==> src/rtl/tbw_pkg.sv <==
package tbw_pkg;
  localparam int DATA_W   = 32;
  localparam int NSRC     = 7;
  localparam int BASE_W   = 5;
  localparam int CNT_W    = 5;
  localparam int CTRL_OFF = 'h48;
  localparam int WIN_OFF  = 'h4C;
  localparam int EN_OFF   = 'h0C;
  localparam int FLAG_OFF = 'h10;
  localparam int EN_LSB   = 8;
  localparam int EN_W     = 7;

  // source index -> bit position in the enable register
  function automatic int src_en_pos(input int s);
    case (s)
      0, 1, 2, 3: return 9 + s;
      4:          return 8;
      5:          return 14;
      default:    return 13;
    endcase
  endfunction

  typedef struct packed {
    logic [CNT_W-1:0]  last;
    logic [BASE_W-1:0] base;
  } burst_cfg_t;
endpackage

==> src/rtl/tbw_regs.sv <==
module tbw_regs
  import tbw_pkg::*;
#(
  parameter int ADDR_W = 10
) (
  input  logic                    clk,
  input  logic                    rst_n,
  input  logic                    wr_en,
  input  logic                    rd_en,
  input  logic [ADDR_W-1:0]       addr,
  input  logic [DATA_W-1:0]       wdata,
  input  logic [NSRC-1:0]         evt,
  input  logic [DATA_W-1:0]       win_data,
  output burst_cfg_t              cfg,
  output logic [NSRC-1:0]         src_en,
  output logic [DATA_W-1:0]       rdata,
  output logic                    abort,
  output logic                    win_rd
);
  logic sel_ctrl, sel_en, sel_flag, sel_win;
  burst_cfg_t       cfg_q, cfg_n;
  logic [EN_W-1:0]  en_q, en_n;
  logic [NSRC-1:0]  flags_q, flags_n;
  logic             cfg_ld, en_ld;
  logic             unused_wbits;

  assign sel_ctrl = (addr == ADDR_W'(CTRL_OFF));
  assign sel_en   = (addr == ADDR_W'(EN_OFF));
  assign sel_flag = (addr == ADDR_W'(FLAG_OFF));
  assign sel_win  = (addr == ADDR_W'(WIN_OFF));
  assign win_rd   = rd_en && sel_win;
  assign unused_wbits = ^{wdata[31:15], wdata[7]};

  assign cfg_ld = wr_en && sel_ctrl;
  assign en_ld  = wr_en && sel_en;

  always_comb begin
    cfg_n   = cfg_q;
    en_n    = en_q;
    flags_n = flags_q | evt;
    if (cfg_ld) cfg_n = '{last: wdata[12:8], base: wdata[4:0]};
    if (en_ld)  en_n  = wdata[EN_LSB+EN_W-1:EN_LSB];
    if (wr_en && sel_flag) flags_n = (flags_q & wdata[NSRC-1:0]) | evt;
  end

  always_ff @(posedge clk or negedge rst_n) begin
    if (!rst_n) begin
      cfg_q   <= '0;
      en_q    <= '0;
      flags_q <= '0;
    end else begin
      if (cfg_ld) cfg_q <= cfg_n;
      if (en_ld)  en_q  <= en_n;
      flags_q <= flags_n;
    end
  end

  assign abort = (cfg_ld && (wdata[12:8] == '0) && (wdata[4:0] == '0)) ||
                 (en_ld && (wdata[EN_LSB+EN_W-1:EN_LSB] == '0));

  for (genvar s = 0; s < NSRC; s++) begin : g_src_map
    localparam int P = src_en_pos(s) - EN_LSB;
    assign src_en[s] = en_q[P];
  end

  always_comb begin
    rdata = '0;
    if (rd_en) begin
      if (sel_ctrl)      rdata = {19'b0, cfg_q.last, 3'b0, cfg_q.base};
      else if (sel_en)   rdata = {17'b0, en_q, 8'b0};
      else if (sel_flag) rdata = {{(DATA_W-NSRC){1'b0}}, flags_q};
      else if (sel_win)  rdata = win_data;
    end
  end

  assign cfg = cfg_q;
endmodule

==> src/rtl/tbw_seq.sv <==
module tbw_seq #(
  parameter int CNT_W = 5
) (
  input  logic             clk,
  input  logic             rst_n,
  input  logic             hit,
  input  logic             win_rd,
  input  logic             abort,
  input  logic [CNT_W-1:0] last,
  output logic             active,
  output logic [CNT_W-1:0] idx
);
  logic             act_q, act_n, pend_q, pend_n;
  logic [CNT_W-1:0] idx_q, idx_n;

  always_comb begin
    act_n  = act_q;
    pend_n = pend_q;
    idx_n  = idx_q;
    if (abort) begin
      act_n  = 1'b0;
      pend_n = 1'b0;
      idx_n  = '0;
    end else if (act_q) begin
      pend_n = pend_q | hit;
      if (win_rd) begin
        if (idx_q == last) begin
          idx_n  = '0;
          act_n  = pend_q | hit;
          pend_n = 1'b0;
        end else begin
          idx_n = idx_q + 1'b1;
        end
      end
    end else if (hit) begin
      act_n = 1'b1;
    end
  end

  always_ff @(posedge clk or negedge rst_n) begin
    if (!rst_n) begin
      act_q  <= 1'b0;
      pend_q <= 1'b0;
      idx_q  <= '0;
    end else begin
      act_q  <= act_n;
      pend_q <= pend_n;
      idx_q  <= idx_n;
    end
  end

  assign active = act_q;
  assign idx    = idx_q;
endmodule

==> src/rtl/timer_burst_window.sv <==
module timer_burst_window
  import tbw_pkg::*;
#(
  parameter int ADDR_W = 10,
  localparam int IDX_W = ADDR_W - 2
) (
  input  logic              clk,
  input  logic              rst_n,
  input  logic              bus_wr_en,
  input  logic              bus_rd_en,
  input  logic [ADDR_W-1:0] bus_addr,
  input  logic [31:0]       bus_wdata,
  output logic [31:0]       bus_rdata,
  input  logic [6:0]        evt_pulse,
  output logic [IDX_W-1:0]  rf_idx,
  input  logic [31:0]       rf_data,
  output logic              dma_req
);
  burst_cfg_t       cfg_w;
  logic [NSRC-1:0]  src_en_w;
  logic             abort_w, win_rd_w, src_hit;
  logic [CNT_W-1:0] step_w;
  logic [BASE_W-1:0] base_w;
  logic [CNT_W-1:0]  last_w;

  tbw_regs #(.ADDR_W(ADDR_W)) u_regs (
    .clk(clk), .rst_n(rst_n), .wr_en(bus_wr_en), .rd_en(bus_rd_en),
    .addr(bus_addr), .wdata(bus_wdata), .evt(evt_pulse), .win_data(rf_data),
    .cfg(cfg_w), .src_en(src_en_w), .rdata(bus_rdata), .abort(abort_w),
    .win_rd(win_rd_w)
  );

  assign src_hit = |(evt_pulse & src_en_w);
  assign base_w  = cfg_w.base;
  assign last_w  = cfg_w.last;

  tbw_seq #(.CNT_W(CNT_W)) u_seq (
    .clk(clk), .rst_n(rst_n), .hit(src_hit), .win_rd(win_rd_w),
    .abort(abort_w), .last(last_w), .active(dma_req), .idx(step_w)
  );

  assign rf_idx = IDX_W'(base_w) + IDX_W'(step_w);
endmodule

==> config.mk <==
export PLATFORM = sky130hd
export DESIGN_NAME = timer_burst_window
export DESIGN_NICKNAME = d
export VERILOG_FILES = /design/src/rtl/tbw_pkg.sv /design/src/rtl/tbw_regs.sv /design/src/rtl/tbw_seq.sv /design/src/rtl/timer_burst_window.sv
export SDC_FILE = /design/constraint.sdc
export NUM_CORES = 1
export LEC_CHECK = 0
export ABC_AREA = 1
export ABC_CLOCK_PERIOD_IN_PS = 2800
export BUFFER_PORTS_ARGS = -buffer_cell sky130_fd_sc_hd__buf_2
export CORE_AREA = 2 2 84 86
export CTS_CLUSTER_DIAMETER = 40
export DETAILED_ROUTE_END_ITERATION = 12
export DIE_AREA = 0 0 86 88
export PLACE_DENSITY = 0.64
export SLEW_MARGIN = 20
export SYNTH_ARGS = -nofsm -noshare
export SYNTH_HDL_FRONTEND = slang
export SYNTH_SLANG_ARGS = --single-unit
==> constraint.sdc <==
create_clock -name clk -period 2.8 [get_ports clk]
set_clock_uncertainty 0.2 [all_clocks]
set_input_delay 0.7 -clock clk [delete_from_list [all_inputs] [get_ports clk]]
set_output_delay 0.7 -clock clk [all_outputs]
set_load 0.02 [all_outputs]
### Yosys cells after proc, flatten, opt, wreduce, memory -nomap -nowiden

Cells that the tools add are included.
Widths: inputs -> output; s select.

* register bits: 31
* input bits: 85
* output and inout bits: 41

* add/sub/neg operators: 2
* equality and inequality tests: 5
* multiplexer cells: 19
* bitwise gates (word level): 5
* reductions and logical operators: 15

Operators with widths (number)
* $mux 32: 5
* $eq 10x7->1 const B: 2
* $mux 5: 4
* $and 7x7->7: 2
* $or 7x7->7: 2
* $eq 10x4->1 const B: 1
* $eq 10x5->1 const B: 1
* $logic_not 5->1: 2
* $mux 1: 9
* $logic_and 1x1->1: 7
* $logic_not 7->1: 1
* $mux 7: 1
* $reduce_or 7->1: 1
* $add 5x5->6: 1
* $add 5x1->5 const B: 1
* $eq 5x5->1: 1
* $reduce_bool 2->1: 2
* $reduce_and 2->1: 1
* $logic_or 1x1->1: 1
* $or 1x1->1: 1

### Longest topological paths before layout

* depth after elaboration: 7
* mapped depth: 10
* gate-level depth less buffers: 10

### By module

A second synthesis with hierarchy kept.

* cells, all modules: 359
* area, all modules: 2404.8 µm²

Modules (own cells, without submodules)
* tbw_regs: times used 1, cells each 250, area each 1700.4 µm², sequential area each 600.6 µm²
* tbw_seq: times used 1, cells each 59, area each 430.4 µm², sequential area each 175.2 µm²
* timer_burst_window: times used 1, cells each 50, area each 274.0 µm², sequential area each 0.0 µm²

### Least setup slack after synthesis

No wires, ideal clock.

* path kind: input -> output
* start: input bus_addr[4]
* end: output bus_rdata[8]
* data arrival time: 1742 ps
* required time: 1900 ps
* path slack: 158 ps
* cell stages on the path: 6
* path buffers: 1
* cell sequence: nor2_1 nand3_1 nor2_4 buf_4 nand2_1 a21oi_1

* cells in the longest elaborated chain, start to end: 6
* elaborated cells on any way between the ends: 9

Ends and longest elaborated chain
* from (decl): RTL line timer_burst_window.sv:11 `input logic [ADDR_W-1:0] bus_addr,`
* $eq 10x7->1: RTL line tbw_regs.sv:30 `assign sel_win = (addr == ADDR_W'(WIN_OFF));`
* $mux 32: RTL line tbw_regs.sv:72 `else if (sel_win) rdata = win_data;`
* $mux 32: RTL line tbw_regs.sv:71 `else if (sel_flag) rdata = {{(DATA_W-NSRC){1'b0}}, flags_q};`
* $mux 32: RTL line tbw_regs.sv:70 `else if (sel_en) rdata = {17'b0, en_q, 8'b0};`
* $mux 32 *: RTL line tbw_regs.sv:69 `if (sel_ctrl) rdata = {19'b0, cfg_q.last, 3'b0, cfg_q.base};`
* $mux 32 *: RTL line tbw_regs.sv:68 `if (rd_en) begin`
* to (decl): RTL line timer_burst_window.sv:13 `output logic [31:0] bus_rdata,`

Every way passes the cells marked *; elsewhere a longest branch is shown, timed or not.

### Worst setup path after layout

* start: input bus_addr[5]
* end: output bus_rdata[8]

The elaborated chain is that of the path after synthesis.

==> flow_metrics.py <==
metrics = {
    "yosys": {
        "syn-instance-count": 364,
        "synth_top_area_share": 0.328,
        "ys_ff_latch": 31,
        "synth-edff-count": 0,
        "synthTopCellsByCount": "nand2_1 (124), nor2_1 (45), inv_1 (43)",
        "ys_async_sr_fraction": 1.00,
        "yosysUniqueCellTypes": 31,
        "synth.area.top_cells": "dfrtp_1 (33%), nand2_1 (20%), nor2_1 (7.1%), inv_1 (6.8%), nand3_1 (5.1%)",
        "synth_top_cell_by_area": "dfrtp_1",
        "ys.flop_type": "dfrtp_1",
        "ys_warn_count": 0,
        "synthMostInstantiatedCell": "nand2_1",
        "syn_area_per_cell_sq_um": 6.51,
        "synth_area_sq_mm": 0.00237,
        "ys_seq_area_frac": 0.328,
    },
    "cts": {
        "root_buffer": "clkbuf_8",
        "cts_buffers": 5,
        "cts_tree": "done",
        "clkLatencyLatePin_ns": 0.28,
        "max-clock-path-buffers": 2,
        "htree_num_levels": 2,
        "clk_pin_slew_ns": 0.06,
        "clock_sinks": 31,
    },
    "outcome": {
        "status": "finished clean",
    },
    "drt": {
        "drt_iter0_drc": 79,
        "drcViolationCount": 0,
        "ant_nets": 0,
        "wirelength_um": 7280,
        "routed_via_density": 4.74,
        "wl_per_cell_um": 12.9,
        "vias": 2676,
        "dr.pass1.iters": 4,
    },
    "die": {
        "core_area_sq_mm": 0.00664,
        "initial_core_util": 0.356,
        "die_x_um": 86,
        "dieArea_sq_mm": 0.00757,
        "pin_count": 126,
        "placementRows": 30,
        "die_h_um": 88,
    },
    "grt": {
        "globalRouteOverflowTotal": 0,
        "antenna_found_initial": 0,
        "grt_max_degree": 32,
        "grt_usage": 0.179,
        "grt_first_pass_wirelength_um": 10600,
        "grt_pass1_vias": 2446,
    },
    "timing": {
        "maxSlewHeadroom": 0.523,
        "slew_viol_final": 0,
        "whs_ns": 0.271,
        "setup_viol": 0,
        "finalCritPeriodShare": 0.988,
        "fmax_ghz": 0.361,
        "rsz0062_at_grt": "true",
        "hold_viol": 0,
        "min_period_ns": 2.77,
        "max_slew.worst_pin.slew_ns": 0.716,
    },
    "setup_path": {
        "critPathMaxFanout": 5,
        "slowest_delay_ns": 0.19,
        "worst-setup-path-type": "in -> out",
        "worst_ep_required_time_ns": 1.90,
        "startpoint_type": "input port",
        "crit_chain": "buf_8 > nor2_4 > nand3_2 > nor2_4 > buf_6 > buf_12 > nand2_1 > a21oi_2 > buf_6",
        "crit_arrival_ns": 1.87,
        "crit_slowest_cell": "a21oi_2",
        "reg2reg_depth": 5,
        "crit_path_end_kind": "output port",
    },
    "pwr": {
        "leakagePower_nw": 1.84,
        "power_density_mw_per_mm2": 287,
        "max-vdd-ir-drop_mv": 0.154,
    },
    "flow_run": {
        "cap_violations": 0,
    },
    "hold_path": {
        "hp-class": "in -> async",
    },
    "place": {
        "place_inst": 550,
        "port_buffers": 105,
        "dp_hpwl_um": 5620,
        "gp_congestion": 0.863,
    },
    "cells_and_area": {
        "final.fill_count": 683,
        "drive_above_1_share": 0.375,
        "instances_no_fill": 565,
        "multi_input_area_sq_mm": 0.00146,
        "diodes": 0,
        "areaGrowthSynthToFinish_pct": 45.6,
        "final-seq-area_sq_um": 777,
        "final_nets": 578,
    },
}
layer usage:
metal  up-vias  part of all wire  GRT usage
met5         -                 0          0
met2        90              0.51      0.354
met4         0             0.016     0.0577
met1      1203              0.41      0.189
li1       1374                 -          -
met3         9             0.060     0.0358
kinds of logic after synthesis:
kind of cell    count (synthesis)  share of synthesized area
compound gates                 47                      0.115
xor+xnor                        5                     0.0185
fa+ha+maj                       7                     0.0401
buf+inv                        58                      0.108
flops                          31                      0.328
other cells                     1                    0.00158
simple gates                  215                      0.389
layout by cell type (no fill, tap or decap), drive strengths merged:
cell type and instances:
nand3b 1, a21oi 15, buf 124, fa 1, nand2 128, nor3 3
conb 2, dfrtp 31, inv 46, or2 6, o21bai 1, nand3 26
nor2 51, o21ai 28, o211ai 3, xor2 3, clkbuf 7, ha 6
clkinv 1, xnor2 2
stage by stage:
stage | utilization | TNS, ns | instance area, sq um | setup slack [ns] | total power, mW
after floorplan | - | 0 | 2370 | 0.158 | 0.569
after global placement | 0.457 | -0.0965 | 3040 | -0.0509 | 0.654
after detailed placement | 0.457 | -0.643 | 3040 | -0.0924 | 0.659
after CTS | 0.472 | -0.00266 | 3130 | -0.00266 | 0.985
after global routing | 0.519 | -0.318 | 3450 | -0.0676 | 1.04
final | 0.519 | 0 | 3450 | 0.0335 | 0.988
layout make-up:
class,count,share of cell area
clock buffers,6,0.0210
inverters,47,0.0530
multi-input cells,276,0.424
flip-flops and latches,31,0.225
well taps,80,0.0290
repair buffers,125,0.248
power breakdown:
group	switching (mW)	internal, mW	leakage, nW	total, mW
Clock	0.156	0.165	0.0371	0.321
Sequential	0.0148	0.466	0.374	0.481
Combinational	0.108	0.0788	1.43	0.187
Total	0.278	0.710	1.84	0.988
state kept, by name, summed over array words and instances, names as in the netlist:
register        cells
u_regs.cfg         10
u_regs.en_q         7
u_regs.flags_q      7
u_seq.idx           5
u_seq.active        1
u_seq.pend_q        1
path summary, 6_finish.rpt:
check,from,endpoint,slack (ns)
setup / recovery,bus_addr[5],bus_rdata[8],0.03
hold / removal,rst_n,u_seq.active,0.27
setup reg to reg,u_seq.idx[0],u_seq.idx[1],1.09
hold reg to reg,u_regs.flags_q[2],u_regs.flags_q[2],0.30
max in group asynchronous,rst_n,u_seq.idx[0],1.63
min in group clk,u_regs.flags_q[2],u_regs.flags_q[2],0.30
critical path, delay by kind of cell:
family,cells,cell delay (ns)
AOI/OAI and AO/OA,1,0.19
buffers and inverters,4,0.49
and+or+nand+nor,4,0.49
what timing repair did:
action                     4_1_cts  5_1_grt
gates cloned                     0        1
hold buffers                     0        0
pin swaps                        2       25
resized for setup                7       71
buffers inserted                 0        8
setup endpoints to repair       24       30
No activity file was read; power rests on OpenSTA's default activity.
